==> src/rtl/irq_router_pkg.sv <==
package irq_router_pkg;

    localparam logic [7:0] OFS_INDEX = 8'h00;
    localparam logic [7:0] OFS_DATA  = 8'h10;

    localparam logic [7:0] IDX_ID    = 8'h00;
    localparam logic [7:0] IDX_VER   = 8'h01;
    localparam logic [7:0] IDX_TABLE = 8'h10;

    typedef struct packed {
        logic       mask;
        logic       level;
        logic       act_low;
        logic       logical;
        logic [7:0] vector;
        logic [7:0] dest;
    } route_t;

    localparam route_t ROUTE_RESET = '{
        mask: 1'b1, level: 1'b0, act_low: 1'b0, logical: 1'b0,
        vector: 8'h00, dest: 8'h00
    };

    function automatic logic [31:0] ctrl_word(route_t r);
        logic [31:0] w;
        w      = '0;
        w[16]  = r.mask;
        w[15]  = r.level;
        w[13]  = r.act_low;
        w[11]  = r.logical;
        w[7:0] = r.vector;
        return w;
    endfunction

    function automatic logic [31:0] dest_word(route_t r);
        return {r.dest, 24'h000000};
    endfunction

    function automatic route_t load_ctrl(route_t r, logic [31:0] w);
        route_t n;
        n         = r;
        n.mask    = w[16];
        n.level   = w[15];
        n.act_low = w[13];
        n.logical = w[11];
        n.vector  = w[7:0];
        return n;
    endfunction

    function automatic route_t load_dest(route_t r, logic [31:0] w);
        route_t n;
        n      = r;
        n.dest = w[31:24];
        return n;
    endfunction

endpackage

==> src/rtl/irq_regs.sv <==
module irq_regs
    import irq_router_pkg::*;
#(
    parameter int         NUM_LINES = 24,
    parameter logic [7:0] CTRL_ID   = 8'h01,
    parameter logic [7:0] VERSION   = 8'h11
) (
    input  logic                          clk,
    input  logic                          rst_n,
    input  logic                          bus_wr,
    input  logic                          bus_rd,
    input  logic [7:0]                    bus_addr,
    input  logic [31:0]                   bus_wdata,
    output logic [31:0]                   bus_rdata,
    output route_t [NUM_LINES-1:0]        routes,
    output logic [7:0]                    index
);

    localparam int         TABLE_WORDS = 2 * NUM_LINES;
    localparam logic [7:0] TOP_ENTRY   = 8'(NUM_LINES - 1);

    typedef struct packed {
        logic [7:0]             index;
        logic [31:0]            rdata;
        route_t [NUM_LINES-1:0] routes;
    } regs_t;

    regs_t       s_d, s_q;
    logic [7:0]  rel_idx;
    logic        in_table;
    logic [31:0] sel_value;

    assign rel_idx  = s_q.index - IDX_TABLE;
    assign in_table = (s_q.index >= IDX_TABLE) && ({24'h0, rel_idx} < 32'(TABLE_WORDS));

    always_comb begin
        sel_value = '0;
        if (s_q.index == IDX_ID) begin
            sel_value = {CTRL_ID, 24'h000000};
        end else if (s_q.index == IDX_VER) begin
            sel_value = {8'h00, TOP_ENTRY, 8'h00, VERSION};
        end else begin
            for (int i = 0; i < NUM_LINES; i++) begin
                if (in_table && rel_idx[7:1] == 7'(i)) begin
                    sel_value = rel_idx[0] ? dest_word(s_q.routes[i])
                                           : ctrl_word(s_q.routes[i]);
                end
            end
        end
    end

    always_comb begin
        s_d = s_q;
        if (bus_wr && bus_addr == OFS_INDEX) begin
            s_d.index = bus_wdata[7:0];
        end
        if (bus_wr && bus_addr == OFS_DATA) begin
            for (int i = 0; i < NUM_LINES; i++) begin
                if (in_table && rel_idx[7:1] == 7'(i)) begin
                    s_d.routes[i] = rel_idx[0] ? load_dest(s_q.routes[i], bus_wdata)
                                               : load_ctrl(s_q.routes[i], bus_wdata);
                end
            end
        end
        if (bus_rd) begin
            if (bus_addr == OFS_INDEX)     s_d.rdata = {24'h0, s_q.index};
            else if (bus_addr == OFS_DATA) s_d.rdata = sel_value;
            else                           s_d.rdata = '0;
        end
    end

    always_ff @(posedge clk or negedge rst_n) begin
        if (!rst_n) begin
            s_q.index <= '0;
            s_q.rdata <= '0;
            for (int i = 0; i < NUM_LINES; i++) begin
                s_q.routes[i] <= ROUTE_RESET;
            end
        end else begin
            s_q <= s_d;
        end
    end

    assign bus_rdata = s_q.rdata;
    assign routes    = s_q.routes;
    assign index     = s_q.index;

endmodule

==> src/rtl/irq_cond.sv <==
module irq_cond
    import irq_router_pkg::*;
#(
    parameter int NUM_LINES = 24,
    parameter int SEL_W     = (NUM_LINES > 1) ? $clog2(NUM_LINES) : 1
) (
    input  logic                   clk,
    input  logic                   rst_n,
    input  logic [NUM_LINES-1:0]   irq_in,
    input  route_t [NUM_LINES-1:0] routes,
    input  logic                   take,
    input  logic [SEL_W-1:0]       take_idx,
    input  logic                   eoi_valid,
    input  logic [7:0]             eoi_vector,
    output logic [NUM_LINES-1:0]   req
);

    typedef struct packed {
        logic [NUM_LINES-1:0] prev;
        logic [NUM_LINES-1:0] pend;
        logic [NUM_LINES-1:0] busy;
    } cond_t;

    cond_t                s_d, s_q;
    logic [NUM_LINES-1:0] active;
    logic [NUM_LINES-1:0] taken;

    for (genvar g = 0; g < NUM_LINES; g++) begin : g_line
        assign active[g] = irq_in[g] ^ routes[g].act_low;
        assign taken[g]  = take && (take_idx == SEL_W'(g));
        assign req[g]    = !routes[g].mask &&
                           (routes[g].level ? (active[g] && !s_q.busy[g]) : s_q.pend[g]);
    end

    always_comb begin
        s_d      = s_q;
        s_d.prev = active;
        for (int i = 0; i < NUM_LINES; i++) begin
            if (taken[i]) begin
                if (routes[i].level) s_d.busy[i] = 1'b1;
                else                 s_d.pend[i] = 1'b0;
            end
            if (!routes[i].mask && !routes[i].level && active[i] && !s_q.prev[i]) begin
                s_d.pend[i] = 1'b1;
            end
            if (eoi_valid && routes[i].level && routes[i].vector == eoi_vector && !taken[i]) begin
                s_d.busy[i] = 1'b0;
            end
        end
    end

    always_ff @(posedge clk or negedge rst_n) begin
        if (!rst_n) s_q <= '0;
        else        s_q <= s_d;
    end

endmodule

==> src/rtl/irq_arb.sv <==
module irq_arb
    import irq_router_pkg::*;
#(
    parameter int NUM_LINES = 24,
    parameter int SEL_W     = (NUM_LINES > 1) ? $clog2(NUM_LINES) : 1
) (
    input  logic                   clk,
    input  logic                   rst_n,
    input  logic [NUM_LINES-1:0]   req,
    input  route_t [NUM_LINES-1:0] routes,
    input  logic                   msg_ready,
    output logic                   msg_valid,
    output logic [7:0]             msg_vector,
    output logic [7:0]             msg_dest,
    output logic                   msg_logical,
    output logic                   take,
    output logic [SEL_W-1:0]       sel
);

    typedef struct packed {
        logic             valid;
        logic [7:0]       vector;
        logic [7:0]       dest;
        logic             logical;
        logic [SEL_W-1:0] sel;
    } arb_t;

    arb_t             s_d, s_q;
    logic             found;
    logic [SEL_W-1:0] pick;

    always_comb begin
        found = 1'b0;
        pick  = '0;
        for (int i = NUM_LINES - 1; i >= 0; i--) begin
            if (req[i]) begin
                found = 1'b1;
                pick  = SEL_W'(i);
            end
        end
    end

    assign take = s_q.valid && msg_ready;

    always_comb begin
        s_d = s_q;
        if (take) begin
            s_d.valid = 1'b0;
        end else if (!s_q.valid && found) begin
            s_d.valid   = 1'b1;
            s_d.sel     = pick;
            s_d.vector  = routes[pick].vector;
            s_d.dest    = routes[pick].dest;
            s_d.logical = routes[pick].logical;
        end
    end

    always_ff @(posedge clk or negedge rst_n) begin
        if (!rst_n) s_q <= '0;
        else        s_q <= s_d;
    end

    assign msg_valid   = s_q.valid;
    assign msg_vector  = s_q.vector;
    assign msg_dest    = s_q.dest;
    assign msg_logical = s_q.logical;
    assign sel         = s_q.sel;

endmodule

==> src/rtl/irq_router.sv <==
module irq_router
    import irq_router_pkg::*;
#(
    parameter int         NUM_LINES = 24,
    parameter logic [7:0] CTRL_ID   = 8'h01,
    parameter logic [7:0] VERSION   = 8'h11
) (
    input  logic                 clk,
    input  logic                 rst_n,
    input  logic                 bus_wr,
    input  logic                 bus_rd,
    input  logic [7:0]           bus_addr,
    input  logic [31:0]          bus_wdata,
    output logic [31:0]          bus_rdata,
    input  logic [NUM_LINES-1:0] irq_in,
    input  logic                 eoi_valid,
    input  logic [7:0]           eoi_vector,
    output logic                 msg_valid,
    input  logic                 msg_ready,
    output logic [7:0]           msg_vector,
    output logic [7:0]           msg_dest,
    output logic                 msg_logical
);

    localparam int SEL_W = (NUM_LINES > 1) ? $clog2(NUM_LINES) : 1;

    route_t [NUM_LINES-1:0] routes_w;
    logic [NUM_LINES-1:0]   req_w;
    logic [7:0]             index_w;
    logic                   take_w;
    logic [SEL_W-1:0]       sel_w;

    irq_regs #(
        .NUM_LINES (NUM_LINES),
        .CTRL_ID   (CTRL_ID),
        .VERSION   (VERSION)
    ) u_regs (
        .clk       (clk),
        .rst_n     (rst_n),
        .bus_wr    (bus_wr),
        .bus_rd    (bus_rd),
        .bus_addr  (bus_addr),
        .bus_wdata (bus_wdata),
        .bus_rdata (bus_rdata),
        .routes    (routes_w),
        .index     (index_w)
    );

    irq_cond #(
        .NUM_LINES (NUM_LINES),
        .SEL_W     (SEL_W)
    ) u_cond (
        .clk        (clk),
        .rst_n      (rst_n),
        .irq_in     (irq_in),
        .routes     (routes_w),
        .take       (take_w),
        .take_idx   (sel_w),
        .eoi_valid  (eoi_valid),
        .eoi_vector (eoi_vector),
        .req        (req_w)
    );

    irq_arb #(
        .NUM_LINES (NUM_LINES),
        .SEL_W     (SEL_W)
    ) u_arb (
        .clk         (clk),
        .rst_n       (rst_n),
        .req         (req_w),
        .routes      (routes_w),
        .msg_ready   (msg_ready),
        .msg_valid   (msg_valid),
        .msg_vector  (msg_vector),
        .msg_dest    (msg_dest),
        .msg_logical (msg_logical),
        .take        (take_w),
        .sel         (sel_w)
    );

endmodule

==> config.mk <==
export PLATFORM = sky130hd
export DESIGN_NAME = irq_router
export DESIGN_NICKNAME = d
export VERILOG_FILES = /design/src/rtl/irq_router_pkg.sv /design/src/rtl/irq_regs.sv /design/src/rtl/irq_cond.sv /design/src/rtl/irq_arb.sv /design/src/rtl/irq_router.sv
export SDC_FILE = /design/constraint.sdc
export NUM_CORES = 2
export LEC_CHECK = 0
export ABC_AREA = 0
export BUFFER_PORTS_ARGS = -buffer_cell sky130_fd_sc_hd__buf_2
export CAP_MARGIN = 20
export CORE_MARGIN = 8
export CORE_UTILIZATION = 57
export CTS_BUF_LIST = sky130_fd_sc_hd__clkbuf_16
export CTS_CLUSTER_DIAMETER = 40
export DETAILED_ROUTE_END_ITERATION = 8
export GPL_TIMING_DRIVEN = 1
export MAX_ROUTING_LAYER = met4
export PLACE_DENSITY_LB_ADDON = 0.3
export SLEW_MARGIN = 20
export SYNTH_ARGS = -nofsm -noshare
export SYNTH_HDL_FRONTEND = slang
export SYNTH_SLANG_ARGS = --single-unit
==> constraint.sdc <==
create_clock -name clk -period 2.8 [get_ports clk]
set_clock_uncertainty 0.2 [all_clocks]
set_input_delay 0.42 -clock clk [delete_from_list [all_inputs] [get_ports clk]]
set_output_delay 0.42 -clock clk [all_outputs]
set_load 0.05 [all_outputs]
==> flow_metrics.env <==
export IMPL_tritoncts="built"
export IMPL_critPathTopFamily="compound AO/OA/AOI/OAI gates"
export IMPL_critPathMaxFanout=7
export IMPL_root_buffer="clkbuf_16"
export IMPL_cts_buffer_depth=3
export IMPL_antenna_found_initial=6
export IMPL_ys_flop_type="dfrtp_1"
export IMPL_final_nets=3835
export IMPL_numPortBuffers=106
export IMPL_crit_slowest_cell="mux4_2"
export IMPL_firstDrtPassIters=9
export IMPL_gp_congestion=1.05
export IMPL_synth_edf_count=0
export IMPL_synth_common_cells="dfrtp_1, mux2_2, nand2_1"
export IMPL_synth_sequential_area_ratio_pct=45.3
export IMPL_core_um2=58600
export IMPL_hp_class="in2reg"
export IMPL_die_h_um=258
export IMPL_finalCritPeriodShare_pct=127
export IMPL_setup_viol_count_final=419
export IMPL_cp_arrival_ns=3.91
export IMPL_slowest_delay_ns=0.56
export IMPL_dieArea_um2=66700
export IMPL_synth_top_cell_by_area="dfrtp_1"
export IMPL_clk_latency_ns=0.67
export IMPL_p_per_area_nw_per_um2=541
export IMPL_ios=128
export IMPL_netlist_area_leader_share_pct=43.4
export IMPL_synthesis_instances=3071
export IMPL_num_rows=89
export IMPL_drt_antenna_violating_nets=0
export IMPL_cts_sinks=604
export IMPL_fill_cells=3624
export IMPL_start_util_pct=57.1
export IMPL_path_cells="xor2_2, a21oi_2, nor3b_4, a221oi_2, or2_4, a21boi_4, buf_12, buf_4, buf_16, mux4_2, a22oi_2, nand4_1"
export IMPL_path_clk_slew_ns=0.06
export IMPL_hold_viol_final=0
export IMPL_multi_input_area_um2=18600
export IMPL_die_w_um=258
export IMPL_crit_required_ns=3.14
export IMPL_avgSynthCellArea_um2=10.9
export IMPL_viasPerCell=6.98
export IMPL_worst_pin_slew_ns=0.985
export IMPL_netlist_area_um2=33500
export IMPL_numCtsBuffers=102
export IMPL_finalInstanceArea_um2=46100
export IMPL_peakVddDrop_mv=0.632
export IMPL_drc_errors=1
export IMPL_synthArstFlopShare_pct=100
export IMPL_grt_max_degree=102
export IMPL_clock_fmax_ghz=0.281
export IMPL_total_power_mw=25.0
export IMPL_synth_top_cells_by_area="dfrtp_1, mux2_2, nand2_1, xor2_1, xnor2_1"
export IMPL_maxSlewViolCount=0
export IMPL_drv_cap=0
export IMPL_path_class="reg2reg"
export IMPL_slew_limit_headroom_pct=34.3
export IMPL_synth_distinct_cells=89
export IMPL_seq_area_um2=15100
export IMPL_wl_mm=150
export IMPL_areaGrowthSynthToFinish_pct=37.8
export IMPL_finalWorstSetupSlack_ns=-0.765
export IMPL_wl_per_cell_um=32.6
export IMPL_status="complete, but fails checks"
export IMPL_grt_pass1_vias=32500
export IMPL_endpoint_kind="flip-flop"
export IMPL_min_period_ns=3.56
export IMPL_dpl_cell_area_um2=39400
export IMPL_grt_total_usage_pct=44.9
export IMPL_synth_most_common_cell="dfrtp_1"
export IMPL_synth_seq_cells=604
export IMPL_rsz0062_at_grt="yes"
export IMPL_cellLeakagePower_nw=21.2
export IMPL_startpoint_type="flip-flop"
export IMPL_gr_total_overflow=0
export IMPL_htree_num_levels=3
export IMPL_layout_drive_gt1_share_pct=45.3
export IMPL_cp_num_buf_inv=3
export IMPL_drt_iter0_markers=5359
export IMPL_dpl_hpwl_mm=102
export IMPL_grt_pass1_wl_mm=217
export IMPL_violations="design-rule violations, negative setup slack"
export IMPL_vias=32200
export IMPL_yosys_warnings=0
[worst paths after layout]
| kind | from | end | slack [ns] | depth (start not counted) |
|---|---|---|---|---|
| max | u_regs.routes[137] | u_arb.msg_dest[1] | -0.76 | 12 |
| min | irq_in[10] | u_cond.s_q[58] | 0.02 | 4 |
| max reg2reg | u_regs.routes[137] | u_arb.msg_dest[1] | -0.76 | 12 |
| min reg2reg | u_cond.s_q[59] | u_cond.s_q[35] | 0.23 | 1 |
| max in group asynchronous | rst_n | u_regs.routes[347] | 1.24 | 3 |
| min in group asynchronous | rst_n | u_cond.s_q[37] | 0.06 | 2 |
[power breakdown]
part	leakage, nW	internal (mW)	switching (mW)
combinational	11.3	1.28	2.04
sequential	8.15	8.81	0.0805
clock	1.74	7.90	4.87
total	21.2	18.0	6.99
[cells by family (layout without fill, tap and decap cells)]
logic type                 Yosys count  after routing  share of synthesized area, %
adders and majority gates            2              2                        0.0748
buffers and inverters              257           1019                          3.53
AOI/OAI and AO/OA                  565            565                          12.8
xor gates and xnor gates           214            214                          5.65
and+or+nand+nor                    862            862                          12.7
DFF                                604            604                          45.3
other                                1             13                        0.0112
muxes                              566            566                          20.0
[worst min-delay path: cells and delay by family]
kind | cells | cell delay [ns]
xor+xnor | 1 | 0.10
buf+inv | 3 | 0.31
[layer usage]
| metal | vias up | global-route usage (%) | wire length (µm) |
|---|---|---|---|
| li1 | 12900 | - | - |
| met1 | 15900 | 52.2 | 51900 |
| met2 | 2606 | 67.8 | 67200 |
| met3 | 847 | 10.7 | 16500 |
| met4 | 0 | 33.7 | 14800 |
| met5 | - | - | 0 |
[cells in the final DEF, fill, tap and decap left out, types with 27 or more instances in the layout]
| cell | n |
|---|---|
| dfrtp_1 | 578 |
| buf_4 | 467 |
| mux2_2 | 435 |
| nand2_1 | 306 |
| nand3_1 | 138 |
| clkbuf_16 | 108 |
| buf_2 | 105 |
| xor2_1 | 103 |
| xnor2_1 | 101 |
| buf_12 | 96 |
| nand4_1 | 91 |
| buf_6 | 79 |
| a22oi_1 | 73 |
| nor2_1 | 64 |
| a21oi_1 | 62 |
| o21ai_0 | 54 |
| a31oi_1 | 52 |
| mux2_4 | 50 |
| mux2i_1 | 42 |
| nor3_1 | 41 |
| a32oi_1 | 38 |
| mux4_2 | 33 |
| a222oi_1 | 32 |
| nor3b_1 | 31 |
| a22o_1 | 27 |
| dlygate4sd3_1 | 27 |
[area by class of cell]
class                   count  share of cell area, %
clock inverters            86                   1.96
diodes                      4                 0.0217
flip-flops and latches    604                   32.8
inverters                  23                  0.195
repair buffers            806                   16.9
multi-input cells        2218                   40.4
clock buffers             104                   5.64
well taps                 773                   2.10
[state kept, by name, summed over array words and instances (netlist names)]
| signal | flops |
|---|---|
| u_regs.bus_rdata | 21 |
| u_cond.s_q | 72 |
| u_arb.sel | 5 |
| u_regs.index | 8 |
| u_arb.msg_dest | 8 |
| u_arb.msg_logical | 1 |
| u_regs.routes | 480 |
| u_arb.msg_vector | 8 |
| u_arb.msg_valid | 1 |
[timing repair]
item | CTS | global route
pin swaps | 114 | 66
endpoints found under the setup margin | 440 | 521
hold buffers | 26 | 1
endpoints found under the hold margin | 256 | 1
buffers inserted | 86 | 31
gates resized for setup | 339 | 67
gates cloned | 14 | 4
[stage by stage]
| step | hold slack, ns | setup slack [ns] | cells | TNS (ns) | utilization (%) |
|---|---|---|---|---|---|
| 3_3_place_gp | 0.159 | -1.18 | 4279 | -84.43 | 67.2 |
| 3_5_place_dp | 0.163 | -1.18 | 4279 | -97.82 | 67.2 |
| 6_report | 0.0201 | -0.765 | 4618 | -71.51 | 78.7 |
| 5_1_grt | 0.0251 | -0.810 | 4618 | -91.38 | 78.7 |
| 4_1_cts | -0.193 | -0.641 | 4584 | -50.35 | 77.7 |
| 2_1_floorplan | -0.0756 | -0.187 | 3079 | -3.01 | - |
Note: power is estimated with default switching activity, not from simulation.
